**config.mk**
```make
export PLATFORM = sky130hd
export DESIGN_NAME = pix_addr_xlate
export DESIGN_NICKNAME = d
export VERILOG_FILES = /design/src/rtl/pix_xlate_pkg.sv /design/src/rtl/pix_win_decode.sv /design/src/rtl/pix_coord_pack.sv /design/src/rtl/pix_out_reg.sv /design/src/rtl/pix_addr_xlate.sv
export SDC_FILE = /design/constraint.sdc
export NUM_CORES = 1
export LEC_CHECK = 0
export BUFFER_PORTS_ARGS = -buffer_cell sky130_fd_sc_hd__buf_2
export CORE_MARGIN = 8
export CORE_UTILIZATION = 40
export CTS_CLUSTER_SIZE = 40
export DETAILED_ROUTE_END_ITERATION = 7
export PLACE_DENSITY = 0.66
export SYNTH_ARGS = -nofsm -noshare
export SYNTH_HDL_FRONTEND = slang
export SYNTH_SLANG_ARGS = --single-unit
```
**constraint.sdc**
```tcl
create_clock -name clk_i -period 1.1 [get_ports clk_i]
set_clock_uncertainty 0.1 [all_clocks]
set_input_delay 0.055 -clock clk_i [delete_from_list [all_inputs] [get_ports clk_i]]
set_output_delay 0.055 -clock clk_i [all_outputs]
set_load 0.05 [all_outputs]
```
**src/rtl/pix_xlate_pkg.sv**
```systemverilog
package pix_xlate_pkg;
  localparam int unsigned ADDR_W   = 32;
  localparam int unsigned RAM_AW   = 21;
  localparam int unsigned COORD_XW = 16;
  localparam int unsigned COORD_YW = ADDR_W - 4 - COORD_XW;  // 12
  localparam logic [3:0]  COORD_TAG = 4'h8;
  localparam int unsigned LIN_TAG_W = ADDR_W - RAM_AW;       // 11
  localparam logic [LIN_TAG_W-1:0] LIN_TAG = 11'h480;
  // 640 = 512 + 128
  localparam int unsigned STRIDE_SH_HI = 9;
  localparam int unsigned STRIDE_SH_LO = 7;

  typedef enum logic [1:0] {
    WIN_NONE  = 2'd0,
    WIN_COORD = 2'd1,
    WIN_LIN   = 2'd2
  } win_e;
endpackage

```
**src/rtl/pix_win_decode.sv**
```systemverilog
module pix_win_decode
  import pix_xlate_pkg::*;
(
  input  logic [ADDR_W-1:0]   addr_i,
  output win_e                win_o,
  output logic [COORD_XW-1:0] x_o,
  output logic [COORD_YW-1:0] y_o
);
  always_comb begin
    if (addr_i[ADDR_W-1 -: 4] == COORD_TAG)
      win_o = WIN_COORD;
    else if (addr_i[ADDR_W-1 -: LIN_TAG_W] == LIN_TAG)
      win_o = WIN_LIN;
    else
      win_o = WIN_NONE;
  end

  assign x_o = addr_i[COORD_XW-1:0];
  assign y_o = addr_i[COORD_XW +: COORD_YW];
endmodule

```
**src/rtl/pix_coord_pack.sv**
```systemverilog
module pix_coord_pack
  import pix_xlate_pkg::*;
#(
  parameter bit          POW2_PACK = 1'b0,
  parameter int unsigned SCR_W     = 640,
  parameter int unsigned SCR_H     = 480
) (
  input  logic [COORD_XW-1:0] x_i,
  input  logic [COORD_YW-1:0] y_i,
  output logic [RAM_AW-1:0]   ram_addr_o,
  output logic                oob_o
);
  localparam int unsigned XB  = $clog2(SCR_W);
  localparam int unsigned YB  = $clog2(SCR_H);
  localparam int unsigned PAD = RAM_AW - XB - YB;

  assign oob_o = (x_i >= COORD_XW'(SCR_W)) || (y_i >= COORD_YW'(SCR_H));

  generate
    if (POW2_PACK) begin : g_pow2
      // upper bits act as bank select, held at zero
      assign ram_addr_o = {{PAD{1'b0}}, y_i[YB-1:0], x_i[XB-1:0]};
    end else begin : g_dense
      logic [RAM_AW-1:0] y_ext, x_ext;
      assign y_ext = RAM_AW'(y_i);
      assign x_ext = RAM_AW'(x_i);
      assign ram_addr_o = (y_ext << STRIDE_SH_HI) + (y_ext << STRIDE_SH_LO) + x_ext;
    end
  endgenerate
endmodule

```
**src/rtl/pix_out_reg.sv**
```systemverilog
module pix_out_reg
  import pix_xlate_pkg::*;
(
  input  logic              clk_i,
  input  logic              rst_ni,
  input  logic              req_i,
  input  logic              we_i,
  input  win_e              win_i,
  input  logic              oob_i,
  input  logic [RAM_AW-1:0] coord_addr_i,
  input  logic [RAM_AW-1:0] lin_addr_i,
  output logic [RAM_AW-1:0] ram_addr_o,
  output logic              ram_we_o,
  output logic              coord_hit_o,
  output logic              lin_hit_o,
  output logic              oob_o
);
  logic is_coord, is_lin, wr_ok;
  logic [RAM_AW-1:0] addr_d;

  assign is_coord = req_i && (win_i == WIN_COORD);
  assign is_lin   = req_i && (win_i == WIN_LIN);
  assign wr_ok    = we_i && (is_lin || (is_coord && !oob_i));

  always_comb begin
    addr_d = '0;
    if (is_coord)    addr_d = coord_addr_i;
    else if (is_lin) addr_d = lin_addr_i;
  end

  always_ff @(posedge clk_i or negedge rst_ni) begin
    if (!rst_ni) begin
      ram_addr_o  <= '0;
      ram_we_o    <= 1'b0;
      coord_hit_o <= 1'b0;
      lin_hit_o   <= 1'b0;
      oob_o       <= 1'b0;
    end else begin
      ram_addr_o  <= addr_d;
      ram_we_o    <= wr_ok;
      coord_hit_o <= is_coord;
      lin_hit_o   <= is_lin;
      oob_o       <= is_coord && oob_i;
    end
  end
endmodule

```
**src/rtl/pix_addr_xlate.sv**
```systemverilog
module pix_addr_xlate
  import pix_xlate_pkg::*;
#(
  parameter bit          POW2_PACK = 1'b0,
  parameter int unsigned SCR_W     = 640,
  parameter int unsigned SCR_H     = 480
) (
  input  logic        clk_i,
  input  logic        rst_ni,
  input  logic        req_i,
  input  logic        we_i,
  input  logic [31:0] addr_i,
  output logic [20:0] ram_addr_o,
  output logic        ram_we_o,
  output logic        coord_hit_o,
  output logic        lin_hit_o,
  output logic        oob_o
);
  win_e                win;
  logic [COORD_XW-1:0] px;
  logic [COORD_YW-1:0] py;
  logic [RAM_AW-1:0]   coord_addr;
  logic                oob;

  pix_win_decode u_dec (
    .addr_i (addr_i),
    .win_o  (win),
    .x_o    (px),
    .y_o    (py)
  );

  pix_coord_pack #(
    .POW2_PACK (POW2_PACK),
    .SCR_W     (SCR_W),
    .SCR_H     (SCR_H)
  ) u_pack (
    .x_i        (px),
    .y_i        (py),
    .ram_addr_o (coord_addr),
    .oob_o      (oob)
  );

  pix_out_reg u_oreg (
    .clk_i        (clk_i),
    .rst_ni       (rst_ni),
    .req_i        (req_i),
    .we_i         (we_i),
    .win_i        (win),
    .oob_i        (oob),
    .coord_addr_i (coord_addr),
    .lin_addr_i   (addr_i[RAM_AW-1:0]),
    .ram_addr_o   (ram_addr_o),
    .ram_we_o     (ram_we_o),
    .coord_hit_o  (coord_hit_o),
    .lin_hit_o    (lin_hit_o),
    .oob_o        (oob_o)
  );
endmodule

```
=== After elaboration in Yosys (flattened, before gate mapping) ===
Cells that the tools add are included.
Widths: inputs -> output; s select.

* $add $sub $neg: 2
* Multiply operators: 0
* Divide/modulo/power cells: 0
* Order comparisons: 2
* Eq/ne operators: 4
* Shifts and indexed selects: 0
* Mux-type cells: 4
* Bitwise gates (word level): 0
* Reduce and logical (&&, ||, !) cells: 8

{| class="wikitable"
|+ Operators by type and width
! cell !! number
|-
| $mux 21 || 2
|-
| $add 21x16->21 || 1
|-
| $add 21x19->21 || 1
|-
| $ge 16x10->1 const B || 1
|-
| $ge 12x9->1 const B || 1
|-
| $eq 11x11->1 const B || 1
|-
| $logic_and 1x1->1 || 5
|-
| $eq 4x4->1 const B || 1
|-
| $mux 2 || 2
|-
| $eq 2x1->1 const B || 1
|-
| $eq 2x2->1 const B || 1
|-
| $logic_or 1x1->1 || 2
|-
| $logic_not 1->1 || 1
|}

* Register bits: 25
* Latch bits: 0
* Memory bits (writable): 0
* Memory bits (read-only): 0
* Bits of input ports: 36
* Output and inout port bits: 25
* Word-level logic and storage cells: 25
* Memories: 0

=== Longest topological paths before layout ===
Gate-level depths: netlist (run 1).

* Word-level depth: 8
* Mapped depth: 10
* Gate-level depth less buffers: 10

=== Cells and area by module ===
From an unflattened synthesis (run 1), not the netlist that was laid out.

* Cell total of the unflattened synthesis: 250
* Area, all modules: 2308.5 um2

{| class="wikitable"
|+ Modules (own cells, without submodules)
! module !! times used !! cells an instance !! area an instance (um2) !! seq. area each (um2)
|-
| pix_out_reg || 1 || 108 || 1154.9 || 625.6
|-
| pix_coord_pack || 1 || 109 || 907.1 || 0.0
|-
| pix_win_decode || 1 || 33 || 246.5 || 0.0
|}

=== Worst setup path before layout (run 1) ===
Ideal clock, no wire load.

* Path type: input to register
* From: in addr_i[9]
* To: reg u_oreg.ram_addr_o[18]
* Data arrival time: 2.169 ns
* Required time: 0.879 ns
* Setup slack: -1.290 ns
* Stages on the path: 10
* Cell sequence: inv_1 -> fa_1 -> inv_1 -> fa_1 -> a211oi_1 -> o21bai_1 -> a221o_1 -> a21oi_2 -> xnor2_1 -> a22o_1

* Word-level cells in the longest chain between the ends: 2

{| class="wikitable"
|+ Ends and longest elaborated chain
! item !! RTL line !! RTL
|-
| start: declaration || pix_addr_xlate.sv:12 || <nowiki>input logic [31:0] addr_i,</nowiki>
|-
| $add 21x16->21 || pix_coord_pack.sv:27 || <nowiki>assign ram_addr_o = (y_ext << STRIDE_SH_HI) + (y_ext << STRIDE_SH_LO) + x_ext;</nowiki>
|-
| $mux 21 || pix_out_reg.sv:27 || <nowiki>if (is_coord) addr_d = coord_addr_i;</nowiki>
|-
| via u_oreg.addr_d[18] || pix_out_reg.sv:19 || <nowiki>logic [RAM_AW-1:0] addr_d;</nowiki>
|-
| end signal: assignment || pix_out_reg.sv:39 || <nowiki>ram_addr_o <= addr_d;</nowiki>
|-
| end: declaration || pix_out_reg.sv:12 || <nowiki>output logic [RAM_AW-1:0] ram_addr_o,</nowiki>
|}

The timed path passes the listed nets, and every way through them passes these cells.

=== Worst setup path in the final report (run 1) ===
Ends and elaborated chain as after synthesis.

==> results of run 1 <==
## sequential cells by signal, indices dropped and copies added, names as in the netlist
| register | flops |
|---|---|
| u_oreg.ram_addr_o | 21 |
| u_oreg.coord_hit_o | 1 |
| u_oreg.lin_hit_o | 1 |
| u_oreg.oob_o | 1 |
| u_oreg.ram_we_o | 1 |
## metal layers
metal	part of all wire (%)	track usage (%)	vias up
met2	52	30.73	49
met4	2.7	6.667	0
met3	6.4	2.815	12
met1	39	17.90	808
met5	0	0	-
li1	-	-	770
## timing repair
item	in CTS	in global routing
setup buffers	2	4
endpoints found under the hold margin	34	0
pin swaps	20	15
gates resized for setup	31	20
endpoints found under the setup margin	22	23
hold buffers	10	0
## synthesized netlist by cell type, types with 2 or more instances
master	instances	area, µm²
a211oi_1	3	22.52
a21boi_0	2	15.01
nand4_1	2	12.51
nor4_1	2	12.51
ha_1	17	212.7
nand2_1	4	15.01
o21ai_0	6	30.03
dfrtp_1	25	625.6
a21oi_1	9	45.04
a21o_1	2	15.01
o21a_1	2	15.01
o21bai_1	2	15.01
nand3_1	2	10.01
and2_1	7	43.79
xor2_1	3	26.28
fa_1	8	160.2
xnor2_1	8	70.07
nor2_1	5	18.77
inv_1	5	18.77
a22o_1	14	122.6
## final cells by class
class / count / area, µm²
Multi-Input combinational cell: 110 / 1182
Fill cell: 282 / 1091
Timing Repair Buffer: 124 / 908.4
Sequential cell: 25 / 625.6
Tap cell: 50 / 62.56
Clock buffer: 3 / 41.29
Inverter: 5 / 26.28
Clock inverter: 1 / 5.005
## stage by stage
stage	worst slack [ns]	std cells	area [µm²]	util (%)
2_1_floorplan	-1.095	142	1670	-
3_3_place_gp	-1.309	298	2406	61.03
3_5_place_dp	-1.369	298	2406	61.03
4_1_cts	-1.007	314	2745	69.63
5_1_grt	-1.153	318	2851	72.33
6_report	-1.068	318	2851	72.33
## worst paths after layout
kind,startpoint,slack [ns],end
max,addr_i[9],-1.07,u_oreg.ram_addr_o[18]$_DFF_PN0_
min,addr_i[8],0.01,u_oreg.ram_addr_o[8]$_DFF_PN0_
max in group asynchronous,rst_ni,0.35,u_oreg.ram_addr_o[3]$_DFF_PN0_
min in group asynchronous,rst_ni,0.20,u_oreg.ram_addr_o[2]$_DFF_PN0_
## worst max-delay path, cell delays in order
cell and delay (ns):
buf_8 0.09, inv_8 0.03, fa_1 0.54, inv_2 0.06
fa_2 0.37, a211oi_2 0.24, o21bai_2 0.13, a221o_1 0.32
a21oi_2 0.14, xnor2_1 0.07, a22o_1 0.18
## layout by cell type, fill, tap and decap left out, types with 2 or more instances in the layout
master | synthesis | routed
xor2_1 | 3 | 3
buf_8 | 0 | 3
dlygate4sd3_1 | 0 | 10
and2_1 | 7 | 2
clkbuf_8 | 0 | 3
a21o_1 | 2 | 2
buf_4 | 0 | 46
fa_1 | 8 | 7
nor2_1 | 5 | 3
buf_12 | 0 | 2
a21oi_2 | 1 | 7
dfrtp_1 | 25 | 25
and2_4 | 1 | 6
buf_6 | 0 | 10
o21ai_2 | 0 | 5
nand2_1 | 4 | 4
nand4_1 | 2 | 2
o21ai_0 | 6 | 2
a21oi_1 | 9 | 3
ha_1 | 17 | 11
nor4_4 | 0 | 2
ha_4 | 0 | 6
xnor2_1 | 8 | 7
buf_2 | 1 | 53
a22o_1 | 14 | 14
inv_2 | 0 | 3
o21a_1 | 2 | 2
## kinds of logic after synthesis
family	count (synthesis)	synth area share [%]
simple gates	29	10.10
xor+xnor	11	5.983
flops	25	38.85
fa+ha+maj	25	23.15
buf+inv	7	1.709
compound gates	45	20.20
## power breakdown
group / switching, µW / internal (µW)
registers: 3.32 / 931
logic: 719 / 822
clock network: 252 / 252
==> impl_metrics.csv, run 1 <==
group,metric,value,unit
synthesis,number_of_register_bits_inferred_by_synthesis,25,
cts,cts_made_buffers,3,
cts,clkSlewWorstSetupHoldPaths,0.08,ns
synthesis,synthDistinctLibCells,34,
worst_setup_path,timing.critical_path.fanout_max,3,
global_route,grt_max_degree,26,
worst_setup_path,timing_worst_setup_path_type,"input port to flop",
synthesis,synth.yosys.seq_area_share,38.85,%
worst_setup_path,cp-start-kind,"input port",
timing,timing.slew.headroom,65.70,%
timing,maxSlewViolCount,0,
place,gpl.final_weighted_congestion,0.9164,
detailed_routing,drt.antenna.violating_nets,0,
hold_path,worstHoldPathCells,3,
run_status,result_of_the_run,"complete, but fails checks",
detailed_routing,drt-initial-drc-count,67,
floorplan,area_of_the_die,0.006312,mm²
cts,depth_of_the_cts_h_tree,1,
synthesis,synth_enable_flop_cells,0,
global_route,grt_first_pass_wirelength,8473,µm
timing,maxClockFrequency,461.3,MHz
run,drv_cap,0,
worst_setup_path,required_time_of_the_critical_path,1.15,ns
floorplan,fp.coreArea,0.003943,mm²
power_and_ir_drop,maximum_vdd_drop,490.6,µV
timing,final.min_clock_period,2.168,ns
timing,timing_worst_slew_pin_value,0.5146,ns
floorplan,placement_rows,23,
detailed_routing,route.final.wire_length,5201,µm
detailed_routing,avgRoutedWirePerCell,16.36,µm
cts,cts.path.max_buffers,2,
detailed_routing,avgViaCountPerCell,5.154,
global_route,grt_util_all_layers,16.52,%
cells_and_area,diodes,0,
detailed_routing,drc_errors,0,
cells_and_area,area_growth_syn_to_layout,77.08,%
power_and_ir_drop,static-leakage-power,0.001443,µW
timing,final-hold-violation-count,0,
timing,rsz0062_at_grt,"yes",
floorplan,horiz_die_dim,79.45,µm
timing,finalWorstSetupSlack,-1.068,ns
floorplan,start_util,40.84,%
worst_setup_path,timing.critical_path.to_type,"flop",
synthesis,synth.yosys.warnings,0,
run_status,failed_checks,"setup timing",
cells_and_area,post_route_cells_drive_above_1_share,59.70,%
power_and_ir_drop,power.total,2980,µW
global_route,globalRouteOverflowTotal,0,
synthesis,fraction_of_registers_with_async_set_reset,100.0,%
timing,timing.final.setup_violations,13,
hold_path,hold_path.class,"input port to flop",
power_and_ir_drop,pwr_density_cell,1045,mW/mm²
synthesis,synth_area_per_cell,11.34,µm²
place,buffer_ports.inserted,60,
synthesis,postSynthCellCount,142,
synthesis,syn-num-nets,203,
timing,fin_setup_tns,-10.06,ns
floorplan,die-height,79.45,µm
cells_and_area,finish.net_count,330,
cts,cts_sinks,25,
timing,hold-worst-slack,0.01499,ns
timing,post-route-period-util,197.1,%
place,hpwl,4017,µm
synthesis,synth_area,0.001610,mm²
cts,cts.root.buffer_cell,"clkbuf_8",
detailed_routing,vias,1639,
synthesis,synth_flop_cell,"dfrtp_1",
worst_setup_path,arrival,2.22,ns
cts,cts_tree,"done",
global_route,grt_antenna_before_repair,0,
global_route,first_global_vias,1829,
floorplan,io_pins,61,
detailed_routing,detailedRoute.firstPassIterationCount,4,
Note: power is estimated with default switching activity, not from simulation.
==> inputs of run 2 (changes only) <==
--- a/config.mk
+++ b/config.mk
@@ -5,12 +5,12 @@
 export SDC_FILE = /design/constraint.sdc
 export NUM_CORES = 1
 export LEC_CHECK = 0
-export BUFFER_PORTS_ARGS = -buffer_cell sky130_fd_sc_hd__buf_2
 export CORE_MARGIN = 8
 export CORE_UTILIZATION = 40
 export CTS_CLUSTER_SIZE = 40
 export DETAILED_ROUTE_END_ITERATION = 7
-export PLACE_DENSITY = 0.66
+export DONT_BUFFER_PORTS = 1
+export PLACE_DENSITY = 0.53
 export SYNTH_ARGS = -nofsm -noshare
 export SYNTH_HDL_FRONTEND = slang
 export SYNTH_SLANG_ARGS = --single-unit
==> run 2 against run 1 <==
Against the previous run:
- the flow finishes with violations (hold timing, setup timing)
- power decreased by 5.2%
- first-iteration DRC count fell by 70%
- routed wire length shrank 12%
- non-clock buffer count decreased by 67
- combinational power shrank 14%
- clock power increased by 3%
- sequential cell count unchanged
- sequential power grew 4.9%
- utilization shrank 11 points
- sequential share of layout area is 3.8 points higher
- largest cell class unchanged
- highest routed layer unchanged
==> impl_metrics.csv, run 2 (synthesis results as in run 1) <==
group,metric,value,unit
place,hpwl,3496,µm
cells_and_area,finish.instance_area,0.002429,mm²
cts,cts_sinks,25,
power_and_ir_drop,maximum_vdd_drop,508.6,µV
floorplan,io_pins,61,
timing,timing.slew.headroom,31.59,%
worst_setup_path,timing.critical_path.fanout_max,3,
cells_and_area,layout_commonest_cell,"buf_4",
global_route,grt_max_degree,26,
floorplan,placement_rows,23,
detailed_routing,avgRoutedWirePerCell,18.22,µm
hold_path,worstHoldPathCells,1,
timing,rsz0062_at_grt,"yes",
detailed_routing,route.final.wire_length,4572,µm
hold_path,min-delay-start,"addr_i[7]",
worst_setup_path,arrival,2.08,ns
global_route,grt_util_all_layers,13.84,%
worst_setup_path,timing.critical_path.to_type,"flop",
cells_and_area,final.fill_count,301,
timing,timing.final.setup_violations,12,
place,detailedPlace.worstSlack,-1.219,ns
detailed_routing,drc_errors,0,
timing,maxSlewViolCount,0,
cts,cts_made_buffers,3,
floorplan,start_util,40.84,%
run_status,failed_checks,"hold timing, setup timing",
floorplan,horiz_die_dim,79.45,µm
global_route,grt_first_pass_wirelength,6989,µm
cells_and_area,area_growth_syn_to_layout,50.82,%
place,place_inst,220,
detailed_routing,vias,1341,
worst_setup_path,timing_worst_setup_path_type,"input port to flop",
cells_and_area,regArea,625.6,µm²
power_and_ir_drop,pwr_density_cell,1163,mW/mm²
place,placement.cell_area,0.001971,mm²
timing,final-hold-violation-count,27,
timing,timing_worst_slew_pin_value,1.026,ns
detailed_routing,avgViaCountPerCell,5.343,
place,gpl.final_weighted_congestion,0.8336,
worst_setup_path,cp-start-kind,"input port",
global_route,first_global_vias,1417,
cts,depth_of_the_cts_h_tree,1,
run_status,result_of_the_run,"complete, but fails checks",
worst_setup_path,worst_path_largest_cell_delay,0.54,ns
cells_and_area,largest_register,"u_oreg.ram_addr_o",
floorplan,area_of_the_die,0.006312,mm²
hold_path,hold_path.class,"input port to flop",
timing,finalWorstSetupSlack,-0.9272,ns
cells_and_area,diodes,0,
cells_and_area,multiInputGateArea,0.001139,mm²
run,drv_cap,0,
worst_setup_path,critical_path.cell_chain,"inv_8 > fa_1 > inv_2 > fa_2 > a211oi_2 > o21bai_2 > a221o_1 > a21oi_2 > xnor2_1 > a22o_1",
floorplan,die-height,79.45,µm
worst_setup_path,required_time_of_the_critical_path,1.16,ns
cells_and_area,post_route_cells_drive_above_1_share,34.33,%
cts,cts_hold_buf,23,
detailed_routing,drt.antenna.violating_nets,0,
cts,clkSlewWorstSetupHoldPaths,0.08,ns
timing,fin_setup_tns,-8.359,ns
cells_and_area,most_used_cells_in_the_layout_excluding_fill_and_tap_cells,"buf_4, dfrtp_1, dlygate4sd3_1",
hold_path,timing.hold.worst_endpoint,"u_oreg.ram_addr_o[7]$_DFF_PN0_",
global_route,grt_antenna_before_repair,0,
floorplan,fp.coreArea,0.003943,mm²
timing,post-route-period-util,184.3,%
worst_setup_path,crit_path_top_delay_cell,"fa_1",
power_and_ir_drop,static-leakage-power,0.001136,µW
detailed_routing,detailedRoute.firstPassIterationCount,5,
cts,cts_tree,"done",
cells_and_area,final-instance-count-excl-fill,251,
detailed_routing,drt-initial-drc-count,20,
timing,maxClockFrequency,493.3,MHz
global_route,globalRouteOverflowTotal,0,
place,buffer_ports.inserted,0,
timing,hold-worst-slack,-0.1683,ns
cells_and_area,finish.net_count,263,
timing,final.min_clock_period,2.027,ns
cts,cts.path.max_buffers,2,
cells_and_area,largest_register_ffs,21,
cts,cts.root.buffer_cell,"clkbuf_8",
run 2: worst max-delay path by stage:
| stage | start | end | slack (ns) | cells past startpoint |
|---|---|---|---|---|
| global route | addr_i[16] | u_oreg.ram_addr_o[18]$_DFF_PN0_ | -1.03 | 10 |
| global placement | addr_i[9] | u_oreg.ram_addr_o[19]$_DFF_PN0_ | -1.18 | 10 |
| finish | addr_i[16] | u_oreg.ram_addr_o[18]$_DFF_PN0_ | -0.93 | 10 |
| floorplan | addr_i[9] | u_oreg.ram_addr_o[19]$_DFF_PN0_ | -1.09 | 10 |
| CTS | addr_i[16] | u_oreg.ram_addr_o[18]$_DFF_PN0_ | -0.88 | 10 |
| detailed placement | addr_i[9] | u_oreg.ram_addr_o[19]$_DFF_PN0_ | -1.22 | 10 |
run 2: where the power goes:
part	internal (µW)	total (µW)	leakage (µW)	switching, µW
Combinational	729	1330	0.000762	596
Sequential	931	981	0.000348	50.0
Clock	253	518	0.0000255	266
run 2: what timing repair did:
item                                   CTS  global route
pin swaps                               14            13
endpoints found under the hold margin   49             2
gates resized for setup                 11            17
setup endpoints to repair               12            39
buffers inserted                         2             2
run 2: final cells by class:
class                           count  area share [%]
Clock buffer                        3           1.700
Clock inverter                      1          0.2061
Inverter                            5           1.391
Multi-Input combinational cell    110           46.88
Sequential cell                    25           25.76
Tap cell                           50           2.576
Timing Repair Buffer               57           21.48
run 2: through the flow:
step                      util, %  power [µW]
after floorplan                 -        1604
after global placement      49.98        1934
after detailed placement    49.98        1949
after CTS                   59.09        2660
after global routing        61.60        2981
final                       61.60        2825
run 2: critical path, delay by kind of cell:
kind,cells,cell delay (ns)
xor gates and xnor gates,1,0.07
AOI/OAI and AO/OA,5,0.97
buffers and inverters,2,0.07
adders and majority gates,2,0.90
run 2: layer usage:
metal / share of wire (%) / GRT usage (%) / vias to the layer above / wire [µm]
met5: 0 / 0 / - / 0
met4: 2.1 / 5.926 / 0 / 95
met3: 7.3 / 2.590 / 8 / 335
met2: 52 / 23.55 / 57 / 2360
met1: 39 / 16.59 / 639 / 1782
li1: - / - / 637 / -
==> inputs of run 3 (changes only) <==
--- a/config.mk
+++ b/config.mk
@@ -5,12 +5,13 @@
 export SDC_FILE = /design/constraint.sdc
 export NUM_CORES = 1
 export LEC_CHECK = 0
-export CORE_MARGIN = 8
+export CORE_MARGIN = 5
 export CORE_UTILIZATION = 40
 export CTS_CLUSTER_SIZE = 40
 export DETAILED_ROUTE_END_ITERATION = 7
 export DONT_BUFFER_PORTS = 1
 export PLACE_DENSITY = 0.53
+export SKIP_LAST_GASP = 1
 export SYNTH_ARGS = -nofsm -noshare
 export SYNTH_HDL_FRONTEND = slang
 export SYNTH_SLANG_ARGS = --single-unit
==> run 3 against run 2 <==
Against the previous run:
- the flow still finishes with violations (hold timing, setup timing)
- cell count shrank 1.6%
- global-route usage grew 1.8 points
- combinational power shrank 17%
- power shrank 7.9%
==> impl_metrics.csv, run 3 (synthesis results as in run 1) <==
group,metric,value,unit
run_status,result_of_the_run,"complete, but fails checks",
run_status,failed_checks,"hold timing, setup timing",
timing,timing.slew.headroom,30.29,%
worst_setup_path,timing.critical_path.to_type,"flop",
cells_and_area,post_route_cells_drive_above_1_share,27.41,%
timing,timing_worst_slew_pin_value,1.046,ns
detailed_routing,drt-initial-drc-count,58,
detailed_routing,drc_errors,0,
cells_and_area,finish.instance_area,0.002281,mm²
timing,finalWorstSetupSlack,-0.9336,ns
power_and_ir_drop,internal_power,1777,µW
global_route,grt_max_degree,26,
cts,depth_of_the_cts_h_tree,1,
run,drv_cap,0,
global_route,grt_util_all_layers,15.66,%
cts,cts.root.buffer_cell,"clkbuf_8",
hold_path,hold_path.class,"input port to flop",
timing,post-route-period-util,184.9,%
cts,cts_made_buffers,3,
worst_setup_path,timing_worst_setup_path_type,"input port to flop",
place,gpl.final_weighted_congestion,0.8451,
power_and_ir_drop,maximum_vdd_drop,548.5,µV
cts,clkSlewWorstSetupHoldPaths,0.08,ns
place,hpwl,3370,µm
cells_and_area,final.fill_count,325,
power_and_ir_drop,static-leakage-power,0.001117,µW
floorplan,area_of_the_die,0.005395,mm²
worst_setup_path,critical_path_buf_inv_count,2,
worst_setup_path,arrival,2.09,ns
place,place_inst,217,
detailed_routing,vias,1315,
power_and_ir_drop,power.share.switching,31.67,%
cts,cts_sinks,25,
place,buffer_ports.inserted,0,
detailed_routing,route.final.wire_length,4171,µm
worst_setup_path,cp-start-kind,"input port",
cts,cts_hold_buf,23,
detailed_routing,avgViaCountPerCell,5.324,
cells_and_area,final-instance-count-excl-fill,247,
floorplan,fp.coreArea,0.003943,mm²
worst_setup_path,timing.critical_path.fanout_max,3,
cells_and_area,diodes,0,
floorplan,horiz_die_dim,73.45,µm
power_and_ir_drop,pwr_density_cell,1140,mW/mm²
floorplan,die-height,73.45,µm
cells_and_area,most_used_cells_in_the_layout_excluding_fill_and_tap_cells,"buf_4, dfrtp_1, ha_1, dlygate4sd3_1, a22o_1",
power_and_ir_drop,power.sequential.fraction,37.8,%
worst_setup_path,worst_path_largest_cell_delay,0.54,ns
place,placement.cell_area,0.001948,mm²
worst_setup_path,path_delay_family,"compound AO/OA/AOI/OAI gates",
cells_and_area,area_growth_syn_to_layout,41.65,%
timing,timing.final.setup_violations,12,
timing,fin_setup_tns,-8.788,ns
timing,rsz0062_at_grt,"yes",
floorplan,start_util,40.84,%
hold_path,worstHoldPathCells,1,
cells_and_area,postLayoutCoreUtil,57.85,%
timing,final.min_clock_period,2.034,ns
detailed_routing,avgRoutedWirePerCell,16.89,µm
power_and_ir_drop,power_switching,823.6,µW
worst_setup_path,required_time_of_the_critical_path,1.16,ns
timing,maxClockFrequency,491.7,MHz
floorplan,io_pins,61,
cells_and_area,finish.net_count,259,
hold_path,min-delay-start,"addr_i[7]",
detailed_routing,detailedRoute.firstPassIterationCount,4,
timing,maxSlewViolCount,0,
cells_and_area,largest_register_ffs,21,
power_and_ir_drop,power.clock.fraction,20.0,%
cts,cts.path.max_buffers,2,
floorplan,placement_rows,23,
timing,final-hold-violation-count,29,
worst_setup_path,crit_path_top_delay_cell,"fa_1",
detailed_routing,drt.antenna.violating_nets,0,
cts,cts_tree,"done",
global_route,first_global_vias,1405,
worst_setup_path,critical_path.cell_chain,"inv_8 > fa_1 > inv_2 > fa_2 > a211oi_2 > o21bai_2 > a221o_1 > a21oi_2 > xnor2_1 > a22o_1",
global_route,globalRouteOverflowTotal,0,
timing,hold-worst-slack,-0.1673,ns
power_and_ir_drop,combinational_power_share,42.2,%
global_route,grt_first_pass_wirelength,6589,µm
hold_path,timing.hold.worst_endpoint,"u_oreg.ram_addr_o[7]$_DFF_PN0_",
cells_and_area,layout_commonest_cell,"buf_4",
cells_and_area,largest_register,"u_oreg.ram_addr_o",
global_route,grt_antenna_before_repair,0,
[run 3: per-stage QoR]
step                      setup WS [ns]  total power [µW]  hold WS (ns)
after floorplan                  -1.095              1604       -0.3406
after global placement           -1.178              1922       -0.3400
after detailed placement         -1.174              1936       -0.3399
after CTS                       -0.8829              2587       -0.1701
after global routing             -1.026              2757       -0.1763
final                           -0.9336              2600       -0.1673
[run 3: repair_timing]
item	4_1_cts	5_1_grt
endpoints found under the setup margin	12	39
hold endpoints to repair	49	2
cloned	0	0
buffers inserted	1	2
gates resized for setup	3	10
pin swaps	4	7
[run 3: power by group through the flow]
| stage | sequential, µW | clock [µW] | combinational [µW] |
|---|---|---|---|
| 2_1_floorplan | 1000 | 0 | 602 |
| 3_3_place_gp | 1000 | 0 | 920 |
| 3_5_place_dp | 1000 | 0 | 933 |
| 4_1_cts | 984 | 539 | 1060 |
| 5_1_grt | 985 | 561 | 1210 |
| 6_report | 983 | 521 | 1100 |
[run 3: worst max-delay path by stage]
stage | from | cells after the start | to | slack (ns)
after floorplan | addr_i[9] | 10 | u_oreg.ram_addr_o[19]$_DFF_PN0_ | -1.09
after global placement | addr_i[9] | 10 | u_oreg.ram_addr_o[18]$_DFF_PN0_ | -1.18
after detailed placement | addr_i[9] | 10 | u_oreg.ram_addr_o[18]$_DFF_PN0_ | -1.17
after CTS | addr_i[9] | 10 | u_oreg.ram_addr_o[19]$_DFF_PN0_ | -0.88
after global routing | addr_i[9] | 10 | u_oreg.ram_addr_o[18]$_DFF_PN0_ | -1.03
final | addr_i[9] | 10 | u_oreg.ram_addr_o[18]$_DFF_PN0_ | -0.93
[run 3: final cells by class]
| type | count | area [µm²] | share of cell area (%) |
|---|---|---|---|
| Multi-Input combinational cell | 110 | 1025 | 44.93 |
| Sequential cell | 25 | 625.6 | 27.43 |
| Timing Repair Buffer | 53 | 495.5 | 21.72 |
| Tap cell | 50 | 62.56 | 2.743 |
| Clock buffer | 3 | 41.29 | 1.810 |
| Inverter | 5 | 26.28 | 1.152 |
| Clock inverter | 1 | 5.005 | 0.2194 |
[run 3: layer usage]
metal  track usage [%]  vias to the layer above  part of all wire (%)
li1                  -                      635                     -
met1             18.49                      636                    40
met2             28.54                       38                    52
met3             2.736                        6                   6.2
met4             4.829                        0                   1.4
met5                 0                        -                     0
